`src/rtl/bfw_pkg.sv`:
```
package bfw_pkg;
  localparam int INSTR_W  = 32;
  localparam int OPC_LSB  = 28;
  localparam int OPC_W    = 4;
  localparam int HI_LSB   = 23;
  localparam int LO_LSB   = 18;
  localparam int IMM_LSB  = 10;
  localparam int ADR_LSB  = 0;
  localparam int FLD_W    = 5;
  localparam int IMM_W    = 8;
  localparam int ADR_W    = 10;
  localparam logic [OPC_W-1:0] OPC_FIELD_WR = 4'd1;

  typedef struct packed {
    logic [FLD_W-1:0] hi;
    logic [FLD_W-1:0] lo;
    logic [IMM_W-1:0] imm;
    logic [ADR_W-1:0] addr;
  } bfw_op_t;

  typedef enum logic [1:0] {
    ST_IDLE  = 2'd0,
    ST_READ  = 2'd1,
    ST_WAIT  = 2'd2,
    ST_WRITE = 2'd3
  } bfw_state_t;
endpackage

```
`src/rtl/bfw_decode.sv`:
```
module bfw_decode
  import bfw_pkg::*;
(
  input  logic [INSTR_W-1:0] instr,
  output bfw_op_t            op,
  output logic               is_fieldwr,
  output logic               range_ok
);
  always_comb begin
    op.hi      = instr[HI_LSB  +: FLD_W];
    op.lo      = instr[LO_LSB  +: FLD_W];
    op.imm     = instr[IMM_LSB +: IMM_W];
    op.addr    = instr[ADR_LSB +: ADR_W];
    is_fieldwr = (instr[OPC_LSB +: OPC_W] == OPC_FIELD_WR);
    range_ok   = (op.hi >= op.lo);
  end
endmodule

```
`src/rtl/bfw_merge.sv`:
```
module bfw_merge #(
  parameter int DATA_W = 32,
  parameter int FLD_W  = 5,
  parameter int IMM_W  = 8
) (
  input  logic [FLD_W-1:0]  hi,
  input  logic [FLD_W-1:0]  lo,
  input  logic [IMM_W-1:0]  imm,
  input  logic [DATA_W-1:0] old_word,
  output logic [DATA_W-1:0] new_word
);
  localparam int PAD_W = DATA_W - IMM_W;

  logic [DATA_W-1:0] fill;
  logic [DATA_W-1:0] sel;

  // Immediate placed at bit lo; its zero extension pads a wide range.
  assign fill = {{PAD_W{1'b0}}, imm} << lo;

  for (genvar i = 0; i < DATA_W; i++) begin : g_bit
    localparam logic [FLD_W-1:0] IDX = FLD_W'(i);
    assign sel[i]      = (IDX >= lo) && (IDX <= hi);
    assign new_word[i] = sel[i] ? fill[i] : old_word[i];
  end
endmodule

```
`src/rtl/bfw_ctrl.sv`:
```
module bfw_ctrl
  import bfw_pkg::*;
#(
  parameter int DATA_W = 32
) (
  input  logic              clk,
  input  logic              rst,
  input  logic              start,
  input  bfw_op_t           op_in,
  input  logic              is_fieldwr,
  input  logic              range_ok,
  input  logic [DATA_W-1:0] merged,
  output bfw_op_t           op_q,
  output logic [ADR_W-1:0]  addr,
  output logic              rd,
  output logic              we,
  output logic [DATA_W-1:0] wdata,
  output logic              busy,
  output logic              done,
  output logic              err
);
  bfw_state_t state;

  always_ff @(posedge clk) begin
    if (rst) begin
      state <= ST_IDLE;
      op_q  <= '0;
      addr  <= '0;
      rd    <= 1'b0;
      we    <= 1'b0;
      wdata <= '0;
      busy  <= 1'b0;
      done  <= 1'b0;
      err   <= 1'b0;
    end else begin
      rd   <= 1'b0;
      we   <= 1'b0;
      done <= 1'b0;
      err  <= 1'b0;
      case (state)
        ST_IDLE: begin
          if (start && is_fieldwr) begin
            if (range_ok) begin
              op_q  <= op_in;
              addr  <= op_in.addr;
              rd    <= 1'b1;
              busy  <= 1'b1;
              state <= ST_READ;
            end else begin
              err <= 1'b1;
            end
          end
        end
        ST_READ: state <= ST_WAIT;
        ST_WAIT: begin
          wdata <= merged;
          we    <= 1'b1;
          state <= ST_WRITE;
        end
        default: begin
          busy  <= 1'b0;
          done  <= 1'b1;
          state <= ST_IDLE;
        end
      endcase
    end
  end

  assert_bus_excl_R4: assert property (@(posedge clk) disable iff (rst)
    !(rd && we));
  assert_write_after_read_R4: assert property (@(posedge clk) disable iff (rst)
    we |-> $past(rd, 2));
  assert_done_after_write_R4: assert property (@(posedge clk) disable iff (rst)
    done |-> $past(we));
  assert_err_quiet_R8: assert property (@(posedge clk) disable iff (rst)
    err |-> (!busy && !rd && !we && !done));
  assert_addr_hold_R9: assert property (@(posedge clk) disable iff (rst)
    (busy && $past(busy)) |-> $stable(addr));
  assert_done_not_busy_R9: assert property (@(posedge clk) disable iff (rst)
    done |-> !busy);
endmodule

```
`src/rtl/bitfield_writer.sv`:
```
module bitfield_writer
  import bfw_pkg::*;
#(
  parameter int DATA_W = 32
) (
  input  logic              clk,
  input  logic              rst,
  input  logic              start_i,
  input  logic [31:0]       instr_i,
  output logic [9:0]        bus_addr_o,
  output logic              bus_rd_o,
  input  logic [DATA_W-1:0] bus_rdata_i,
  output logic [DATA_W-1:0] bus_wdata_o,
  output logic              bus_we_o,
  output logic              busy_o,
  output logic              done_o,
  output logic              err_o
);
  bfw_op_t           dec_op;
  bfw_op_t           cur_op;
  logic              dec_fieldwr;
  logic              dec_range_ok;
  logic [DATA_W-1:0] merged;

  bfw_decode u_decode (
    .instr      (instr_i),
    .op         (dec_op),
    .is_fieldwr (dec_fieldwr),
    .range_ok   (dec_range_ok)
  );

  bfw_merge #(.DATA_W(DATA_W), .FLD_W(FLD_W), .IMM_W(IMM_W)) u_merge (
    .hi       (cur_op.hi),
    .lo       (cur_op.lo),
    .imm      (cur_op.imm),
    .old_word (bus_rdata_i),
    .new_word (merged)
  );

  bfw_ctrl #(.DATA_W(DATA_W)) u_ctrl (
    .clk        (clk),
    .rst        (rst),
    .start      (start_i),
    .op_in      (dec_op),
    .is_fieldwr (dec_fieldwr),
    .range_ok   (dec_range_ok),
    .merged     (merged),
    .op_q       (cur_op),
    .addr       (bus_addr_o),
    .rd         (bus_rd_o),
    .we         (bus_we_o),
    .wdata      (bus_wdata_o),
    .busy       (busy_o),
    .done       (done_o),
    .err        (err_o)
  );
endmodule

```
`config.mk`:
```
export PLATFORM = sky130hd
export DESIGN_NAME = bitfield_writer
export DESIGN_NICKNAME = d
export VERILOG_FILES = /design/src/rtl/bfw_pkg.sv /design/src/rtl/bfw_decode.sv /design/src/rtl/bfw_merge.sv /design/src/rtl/bfw_ctrl.sv /design/src/rtl/bitfield_writer.sv
export SDC_FILE = /design/constraint.sdc
export NUM_CORES = 1
export LEC_CHECK = 0
export ABC_AREA = 1
export ABC_CLOCK_PERIOD_IN_PS = 1920
export BUFFER_PORTS_ARGS = -buffer_cell sky130_fd_sc_hd__buf_2
export CAP_MARGIN = 5
export CORE_MARGIN = 4
export CORE_UTILIZATION = 54
export CTS_BUF_LIST = sky130_fd_sc_hd__clkbuf_2
export DETAILED_ROUTE_END_ITERATION = 10
export PLACE_DENSITY = 0.83
export SLEW_MARGIN = 20
export SYNTH_ARGS = -nofsm -noshare
export SYNTH_HDL_FRONTEND = slang
export SYNTH_SLANG_ARGS = --single-unit
```
`constraint.sdc`:
```
create_clock -name clk -period 1.92 [get_ports clk]
set_input_delay 0.192 -clock clk [delete_from_list [all_inputs] [get_ports clk]]
set_output_delay 0.192 -clock clk [all_outputs]
set_load 0.02 [all_outputs]
```
After elaboration in Yosys (flattened, before gate mapping)
Index checks and enable logic that the tools add are counted.

Input port bits: 67. Register bits after elaboration: 67.

Bitwise gates (word level): 3. Magnitude comparators: 65. Muxes and demuxes: 42. Shift operators: 1. Reductions and logical operators: 40. Equal/unequal tests: 5.

Operator list (count): 5-bit greater-or-equal comparator (first input constant) (16); 5-bit <= comparator (first input constant) (16); 4-bit by 5-bit greater-or-equal comparator with 1-bit output (first input constant) (8); 4-bit by 5-bit <= comparator with 1-bit output (first input constant) (8); 1-bit two-way mux (38); 1-bit logical AND (33); 8-bit by 5-bit << shifter with 32-bit output (1); 3-bit by 5-bit greater-or-equal comparator with 1-bit output (first input constant) (4); 3-bit by 5-bit <= comparator with 1-bit output (first input constant) (4); 1-bit by 5-bit greater-or-equal comparator with 1-bit output (first input constant) (2); 2-bit by 5-bit greater-or-equal comparator with 1-bit output (first input constant) (2); 1-bit by 5-bit <= comparator with 1-bit output (first input constant) (2); 2-bit by 5-bit <= comparator with 1-bit output (first input constant) (2); 2-bit case mux with 3 select lines (1); 3-bit AND reduction (2); 3-bit OR reduction (2); 5-bit greater-or-equal comparator (1); 4-bit by 1-bit equality test with 1-bit output (second input constant) (1); 2-bit two-way mux (2); 1-bit NOT (3); 2-bit by 1-bit equality test with 1-bit output (second input constant) (1); 2-bit equality test (second input constant) (1); 2-bit zero test (1); 2-bit by 1-bit != test with 1-bit output (second input constant) (1); 4 further kinds (4).

Logic depth before layout (Yosys ltp)
Gate-level depths: netlist (run 1).

Depth after elaboration: 4. Mapped depth: 12.

Modules after synthesis
Synthesis (run 1) repeated with hierarchy kept, for this count alone.

Cells, all modules: 701. Area, all modules: 4428.0 um^2.

By module, submodules not included: bfw_ctrl (cells an instance 313, sequential area each 1341.3 um^2, area an instance 2509.9 um^2, instances 1); bfw_merge (cells an instance 334, sequential area each 0.0 um^2, area an instance 1562.7 um^2, instances 1); bfw_decode (cells an instance 54, sequential area each 0.0 um^2, area an instance 355.3 um^2, instances 1).

Least setup slack after synthesis (run 1)
Ideal clock, no wire load.

Path type: input-to-reg. From: in instr_i[21]. To: reg u_ctrl.op_q[11] (netlist name). Setup time: 0.070 ns. Buffers on the path: 1. Setup slack: 0.452 ns. Cell stages on the path: 10. Arrival time: 1.399 ns. Path through: inv_1 > ha_1 > nand2_1 > nand2_1 > a21oi_1 > nand2_2 > nand2_2 > buf_2 > o21ai_1 > a21oi_1.

Cells in the longest elaborated chain, start to end: 2.

RTL lines: start, declared (line bitfield_writer.sv:9) `input logic [31:0] instr_i,`; 5-bit greater-or-equal comparator (line bfw_decode.sv:15) `range_ok = (op.hi >= op.lo);`; 3-bit AND reduction (no source line); end signal, assigned (line bfw_ctrl.sv:44) `op_q <= op_in;`; end, declared (line bfw_ctrl.sv:13) `output bfw_op_t op_q,`.

No other way between the ends. A chain may end at the register's enable or synchronous reset.

Worst setup path after layout (run 1)
From: in instr_i[21]. To: reg u_ctrl.addr[4].

Cells in the longest elaborated chain, start to end: 2.

RTL lines: 5-bit greater-or-equal comparator (line bfw_decode.sv:15); 3-bit AND reduction (no source line); end signal, assigned (line bfw_ctrl.sv:45) `addr <= op_in.addr;`; end, declared (line bfw_ctrl.sv:14) `output logic [ADR_W-1:0] addr,`.

No other way between the ends.

==> key figures, run 1 <==
STA
  – Fin. Hold Viols: 0
  – Setup TNS: 0 ns
  – Min cycle time layout: 1.83 ns
  – Final setup vio count: 0
  – Tcrit/Tclk final: between 90% and 100%
  – Max Freq: 0.545 GHz
  – Slew HR: 71.3%
  – Slew Viols, Final: 0
  – Slew @ Worst Pin: roughly 0.43 ns
  – Layout Skew: 0.0190 ns

Logic synthesis
  – Post-synth EDFFs: 0
  – Syn Inst Count: ~630
  – Leading area contributor after synthesis: dfxtp_1
  – Yosys warnings: 0
  – Syn Nets: 706
  – Main synth FF type: dfxtp_1
  – Synth unique cells: 29
  – Post-synth ARST share: 0%
  – FF+latch count, synth: 67
  – Post-synth top area share: 34.2%
  – Register area share after synthesis: 34.2%
  – Syn_area_per_cell: 6.21 µm²
  – Synth top area cells: dfxtp_1, nand2_1, a21oi_1, nand3_1, nor2_1
  – Syn Std Cell Area: 3920 µm²

Worst hold path
  – Min-delay src: bus_rdata_i[9]
  – Min-Delay Endpoint: u_ctrl.wdata[9]
  – Worst Hold Path Cells: 5
  – HP Class: in -> reg

Final layout
  – Antenna diode count: 0
  – Final core utilization: 77.1%
  – Most frequent cells in the layout: nand2_1, buf_2, a21oi_1
  – Commonest non-fill, non-tap cell in the layout: nand2_1
  – Fin nets: 876
  – Share of layout cells above drive strength 1: 22.1%
  – Non-filler cells, final: 902
  – P&R area growth vs syn: 35.9%
  – Finished Cell Area: 5320 µm²

Power and ir drop
  – Clk pwr share: 25.7%
  – Total power: 4040 µW
  – Power Density: 758 nW/µm²
  – NetSw: around 1500 µW
  – Net switching fraction of the power: 38.1%
  – Peak supply drop: ~0.00076 V
  – Comb power frac: 32.4%
  – Seq pwr share: 41.9%
  – Leakage: 0.00255 µW
  – Int Power: 2500 µW

Run status
  – Outcome: complete, no violations

Drt
  – Via count: 5226
  – Wire length per cell: ~17 µm
  – Antenna Nets Post-Route: 0
  – Initial DRC count: 515
  – Final wirelength: 15.7 mm
  – DRT Pass-1 Iters: 5
  – DR vias/cell: 5.79
  – Post-route DRC violation count: 0

GRT
  – Antenna violations before repair: 0
  – Total GRT Usage: 36.7%
  – Grt ovf: 0
  – First-pass GRT wire length: between 20 and 30 mm
  – Pin count of the biggest net entering global routing: 36
  – Vias in the first global route: 5190

Clocking
  – Post-CTS setup-driven buffer insertion count: 0
  – Root Driver: clkbuf_2
  – Clock Sinks: 67
  – Htree depth: 3
  – Clk pin slew, worst setup/hold paths: 0.22 ns
  – CTS buffer count: 9
  – Clk_lat worst skew: 0.52 ns
  – Bufs on Longest Clock Path: 2
  – CTS tree: built

Floorplan
  – Die area: 8680 µm²
  – Initial Util: between 50 and 60%
  – Row cnt: 30
  – I/O Pins: 114
  – Die X: 93.2 µm
  – Height of the die: 93.2 µm
  – Area of the core: around 7000 µm²

Critical path
  – Reg2reg path depth: 6
  – WP data arrival: 2.27 ns
  – Worst R2R Start: u_ctrl.op_q[27]
  – Startpoint types: input pin
  – Top fanout value on the critical path: 10
  – FF-to-FF End: u_ctrl.wdata[6]
  – Critical Path RT: 2.36 ns
  – Crit end category: flip-flop
  – Worst reg-to-reg setup slack: 0.27 ns
  – Crit path kind: in -> reg

Placement
  – Area after DPL: 4660 µm²
  – Placed insts: 835
  – Buffers added on ports: 113
  – GPL Wtd Cong: 0.947
  – HPWL after DPL: 10.2 mm

Run
  – MaxCap Viol Count: 0
## Yosys cell counts (2+ instances only)
cell type / n
nand2_1: 163
a21oi_1: 93
dfxtp_1: 67
nand3_1: 63
nor2_1: 55
inv_1: 52
o21ai_1: 28
o21ai_0: 26
clkbuf_1: 14
buf_2: 13
inv_2: 13
ha_1: 8
o211ai_1: 7
clkinv_1: 5
nand4_1: 4
o21bai_1: 3
buf_6: 2
nand2_2: 2
nor2_2: 2
nor3_1: 2
## worst max-delay path by stage
stage / startpoint / end / slack [ns] / cells past startpoint
floorplan: instr_i[21] / u_ctrl.op_q[11] / 0.45 / 10
global placement: instr_i[21] / u_ctrl.op_q[20] / 0.28 / 11
detailed placement: u_ctrl.op_q[18] / u_ctrl.wdata[31] / 0.21 / 8
CTS: u_ctrl.op_q[18] / u_ctrl.wdata[31] / 0.17 / 8
global route: instr_i[21] / u_ctrl.addr[4] / -0.02 / 12
finish: instr_i[21] / u_ctrl.addr[4] / 0.09 / 12
## worst max-delay path, stage by stage
cell and delay [ns]:
dlygate4sd3_1 0.52, buf_2 0.11, inv_1 0.05, ha_1 0.33, nand2_1 0.08, nand2_1 0.07
a21oi_2 0.21, nand2_2 0.10, nand2_2 0.11, buf_4 0.20, nand2_1 0.10, a21oi_1 0.21
## final cells by class
class                   instances  area, µm²
clock inverters                 7       98.8
well taps                      96        120
clock buffers                   9       45.0
multi-input cells             463       2170
fillers                       542       1580
repair buffers                190       1280
flip-flops and latches         67       1340
inverters                      70        263
## registers in the layout, indices dropped and copies added, names as in the netlist
name and count:
u_ctrl.wdata 32, u_ctrl.op_q 18, u_ctrl.addr 10, u_ctrl.state 2, u_ctrl.busy 1, u_ctrl.done 1, u_ctrl.err 1, u_ctrl.rd 1
u_ctrl.we 1
## metrics by stage
stage | hold slack (ns) | worst slack (ns)
after floorplan | 0.261 | 0.452
after global placement | 0.445 | 0.275
after detailed placement | 0.452 | 0.212
after CTS | 0.00280 | 0.173
after global routing | 0.0367 | -0.0175
final | 0.0223 | 0.0867
## cells by family after synthesis
kind of cell	Yosys count	share of synthesized area, %
buf+inv	101	10.6
flops	67	34.2
fa+ha+maj	8	2.56
simple gates	294	31.2
compound gates	161	21.5
## power by group through the flow
| stage | Sequential (µW) | Clock, µW | Combinational (µW) |
|---|---|---|---|
| 2_1_floorplan | 1910 | 0 | 535 |
| 3_3_place_gp | 1700 | 0 | 1130 |
| 3_5_place_dp | 1710 | 0 | 1170 |
| 4_1_cts | 1680 | 1030 | 1250 |
| 5_1_grt | 1710 | 1080 | 1420 |
| 6_report | 1690 | 1040 | 1310 |
## metal layers
layer / part of all wire [%] / vias to the layer above / routed length [µm] / GRT usage, %
li1: - / 2406 / - / -
met5: 0 / - / 0 / 0
met4: 5.5 / 0 / 856 / 20.8
met1: 37 / 2386 / 5750 / 41.4
met3: 9.1 / 83 / 1430 / 8.13
met2: 49 / 351 / 7640 / 63.7
## repair_timing
item | CTS | global route
hold buffers | 51 | 0
resized for setup | 0 | 3
hold endpoints to repair | 51 | 0
setup endpoints to repair | 0 | 15
Power figures use the tool's default switching activity.
==> run 2, diff against run 1 <==
RECOVER_POWER = 25   (was unset)
==> key figures, run 2 (same netlist as run 1, synthesis figures left out) <==
Placement
  – Buffers added on ports: 113 (unchanged)
  – HPWL after DPL: 10.2 mm (unchanged)
  – Placed insts: 835 (unchanged)
  – GPL Wtd Cong: 0.947 (unchanged)

STA
  – Slew @ Worst Pin: 0.416 ns (-0.0138 ns)
  – Fin Hold WS: 0.0245 ns (+0.00222 ns)
  – Slew Viols, Final: 0 (unchanged)
  – Max Freq: 0.543 GHz (-0.39%)
  – Layout Skew: 0.0194 ns (+0.000395 ns)
  – Fin. Hold Viols: 0 (unchanged)
  – Final setup vio count: 0 (unchanged)
  – Tcrit/Tclk final: 95.9% (+0.37 points)
  – Min cycle time layout: 1.84 ns (+0.00710 ns)
  – Setup TNS: 0 ns (unchanged)
  – Slew HR: 72.2% (+0.92 points)

Floorplan
  – Area of the core: 6910 µm² (unchanged)
  – Die X: 93.2 µm (unchanged)
  – Height of the die: 93.2 µm (unchanged)
  – Die area: 8680 µm² (unchanged)
  – Initial Util: 56.7% (unchanged)
  – I/O Pins: 114 (unchanged)
  – Row cnt: 30 (unchanged)

Clocking
  – CTS buffer count: 9 (unchanged)
  – Post-CTS setup-driven buffer insertion count: 0 (unchanged)
  – Clock Sinks: 67 (unchanged)
  – CTS tree: built
  – Htree depth: 3 (unchanged)
  – Root Driver: clkbuf_2
  – Clk pin slew, worst setup/hold paths: 0.22 ns (about the same)
  – Clk_lat worst skew: 0.52 ns (about the same)
  – Bufs on Longest Clock Path: 2 (unchanged)

Drt
  – DR vias/cell: 5.76 (-0.65%)
  – Wire length per cell: 17.3 µm (-0.36%)
  – DRT Pass-1 Iters: 7 (+2)
  – Final wirelength: 15.6 mm (-0.36%)
  – Antenna Nets Post-Route: 0 (unchanged)
  – Post-route DRC violation count: 0 (unchanged)
  – Initial DRC count: 478 (-7.2%)
  – Via count: 5192 (-0.65%)

Critical path
  – Top Family by Delay on Critical Path: buffers and inverters
  – Top fanout value on the critical path: 10 (unchanged)
  – WP buf/inv: 4 (unchanged)
  – Crit end category: flip-flop
  – Crit-path max cell delay: 0.52 ns (about the same)
  – Startpoint types: input pin
  – Max stage delay cell, worst path: dlygate4sd3_1
  – Sequence of cells on the critical path: dlygate4sd3_1 -> buf_2 -> inv_1 -> ha_1 -> nand2_1 -> nand2_1 -> a21oi_2 -> nand2_2 -> nand2_2 -> buf_4 -> nand2_1 -> a21oi_1
  – Most Frequent Cell on Critical Path: nand2_1
  – WP data arrival: 2.28 ns (about the same)
  – Critical Path RT: 2.36 ns (about the same)
  – Crit path kind: in -> reg

GRT
  – Total GRT Usage: 36.7% (unchanged)
  – Pin count of the biggest net entering global routing: 36 (unchanged)
  – First-pass GRT wire length: 25.1 mm (unchanged)
  – Vias in the first global route: 5190 (unchanged)
  – Grt ovf: 0 (unchanged)
  – Antenna violations before repair: 0 (unchanged)

Final layout
  – Largest register by flop count: u_ctrl.wdata
  – P&R area growth vs syn: 35.0%
  – Filler cell count in the final layout: 554 (+2.2%)
  – Commonest non-fill, non-tap cell in the layout: nand2_1
  – Largest register FFs: 32 (unchanged)
  – Antenna diode count: 0 (unchanged)
  – Most frequent cells in the layout: nand2_1, a21oi_1, buf_2
  – Largest registers: u_ctrl.wdata x32, u_ctrl.op_q x18, u_ctrl.addr x10
  – Non-filler cells, final: 902 (unchanged)
  – Fin nets: 876 (unchanged)
  – Share of layout cells above drive strength 1: 18.9% (-3.2 points)

Power and ir drop
  – Total power: 4000 µW (-0.80%)
  – Peak supply drop: 0.000751 V (-1.0%)
  – Leakage: 0.00244 µW (-4.4%)
  – Power Density: 757 nW/µm² (-0.19%)

Run status
  – Outcome: complete, no violations

Run
  – MaxCap Viol Count: 0 (unchanged)

Worst hold path
  – HP Class: in -> reg
==> run 2: cell count changes in the layout (fill, tap and decap cells not counted), sizes merged <==
cell / change
buf: -26
clkbuf: +26
==> run 2: metrics by stage <==
| step | instance area, µm² | setup slack (ns) | utilization (%) |
|---|---|---|---|
| after global placement | 4660 | 0.275 | 67.5 |
| after CTS | 5310 | 0.173 | 76.9 |
| after global routing | 5290 | -0.0175 | 76.6 |
| after floorplan | 3920 | 0.452 | - |
| after detailed placement | 4660 | 0.212 | 67.5 |
| final | 5290 | 0.0796 | 76.6 |
==> run 2: layer usage <==
layer / wire (µm) / part of all wire, % / global-route usage [%] / vias to the layer above
li1: - / - / - / 2410
met1: 5730 / 37 / 41.4 / 2371
met2: 7530 / 48 / 63.7 / 326
met3: 1420 / 9.1 / 8.13 / 85
met4: 938 / 6.0 / 20.8 / 0
met5: 0 / 0 / 0 / -
==> run 2: report_power, final <==
group	internal (µW)	switching, µW	leakage, µW
logic	445	832	0.00182
registers	1580	110	0.000542
clock network	440	593	0.0000829
total	2470	1540	0.00244
==> run 2: worst reg2reg max path, delay by kind of cell, from the launching register on <==
kind | cells | cell delay (ns)
AO/OA/AOI/OAI | 1 | 0.18
buffers and inverters | 1 | 0.06
flip-flops | 1 | 0.62
AND/OR/NAND/NOR | 4 | 0.75
==> run 2: final timing paths <==
| path | start | endpoint | slack, ns | depth (start not counted) |
|---|---|---|---|---|
| min reg2reg | u_ctrl.wdata[8] | u_ctrl.wdata[8] | 0.48 | 2 |
| max | instr_i[21] | u_ctrl.addr[4] | 0.08 | 12 |
| max reg2reg | u_ctrl.op_q[27] | u_ctrl.wdata[6] | 0.25 | 6 |
| min | bus_rdata_i[9] | u_ctrl.wdata[9] | 0.02 | 5 |
==> run 2: what timing repair did <==
| item | in CTS | in global routing |
|---|---|---|
| endpoints found under the setup margin | 0 | 15 |
| hold endpoints to repair | 51 | 0 |
| hold buffers | 51 | 0 |
| resized for setup | 0 | 3 |
==> run 2: final cells by class <==
cell class	count	area (µm²)	area share, %
timing repair buffer	190	1250	23.7
clock buffer	9	45.0	0.851
multi-input combinational	463	2170	41.0
clock inverter	7	98.8	1.87
sequential	67	1340	25.4
tap	96	120	2.27
inverter	70	263	4.97
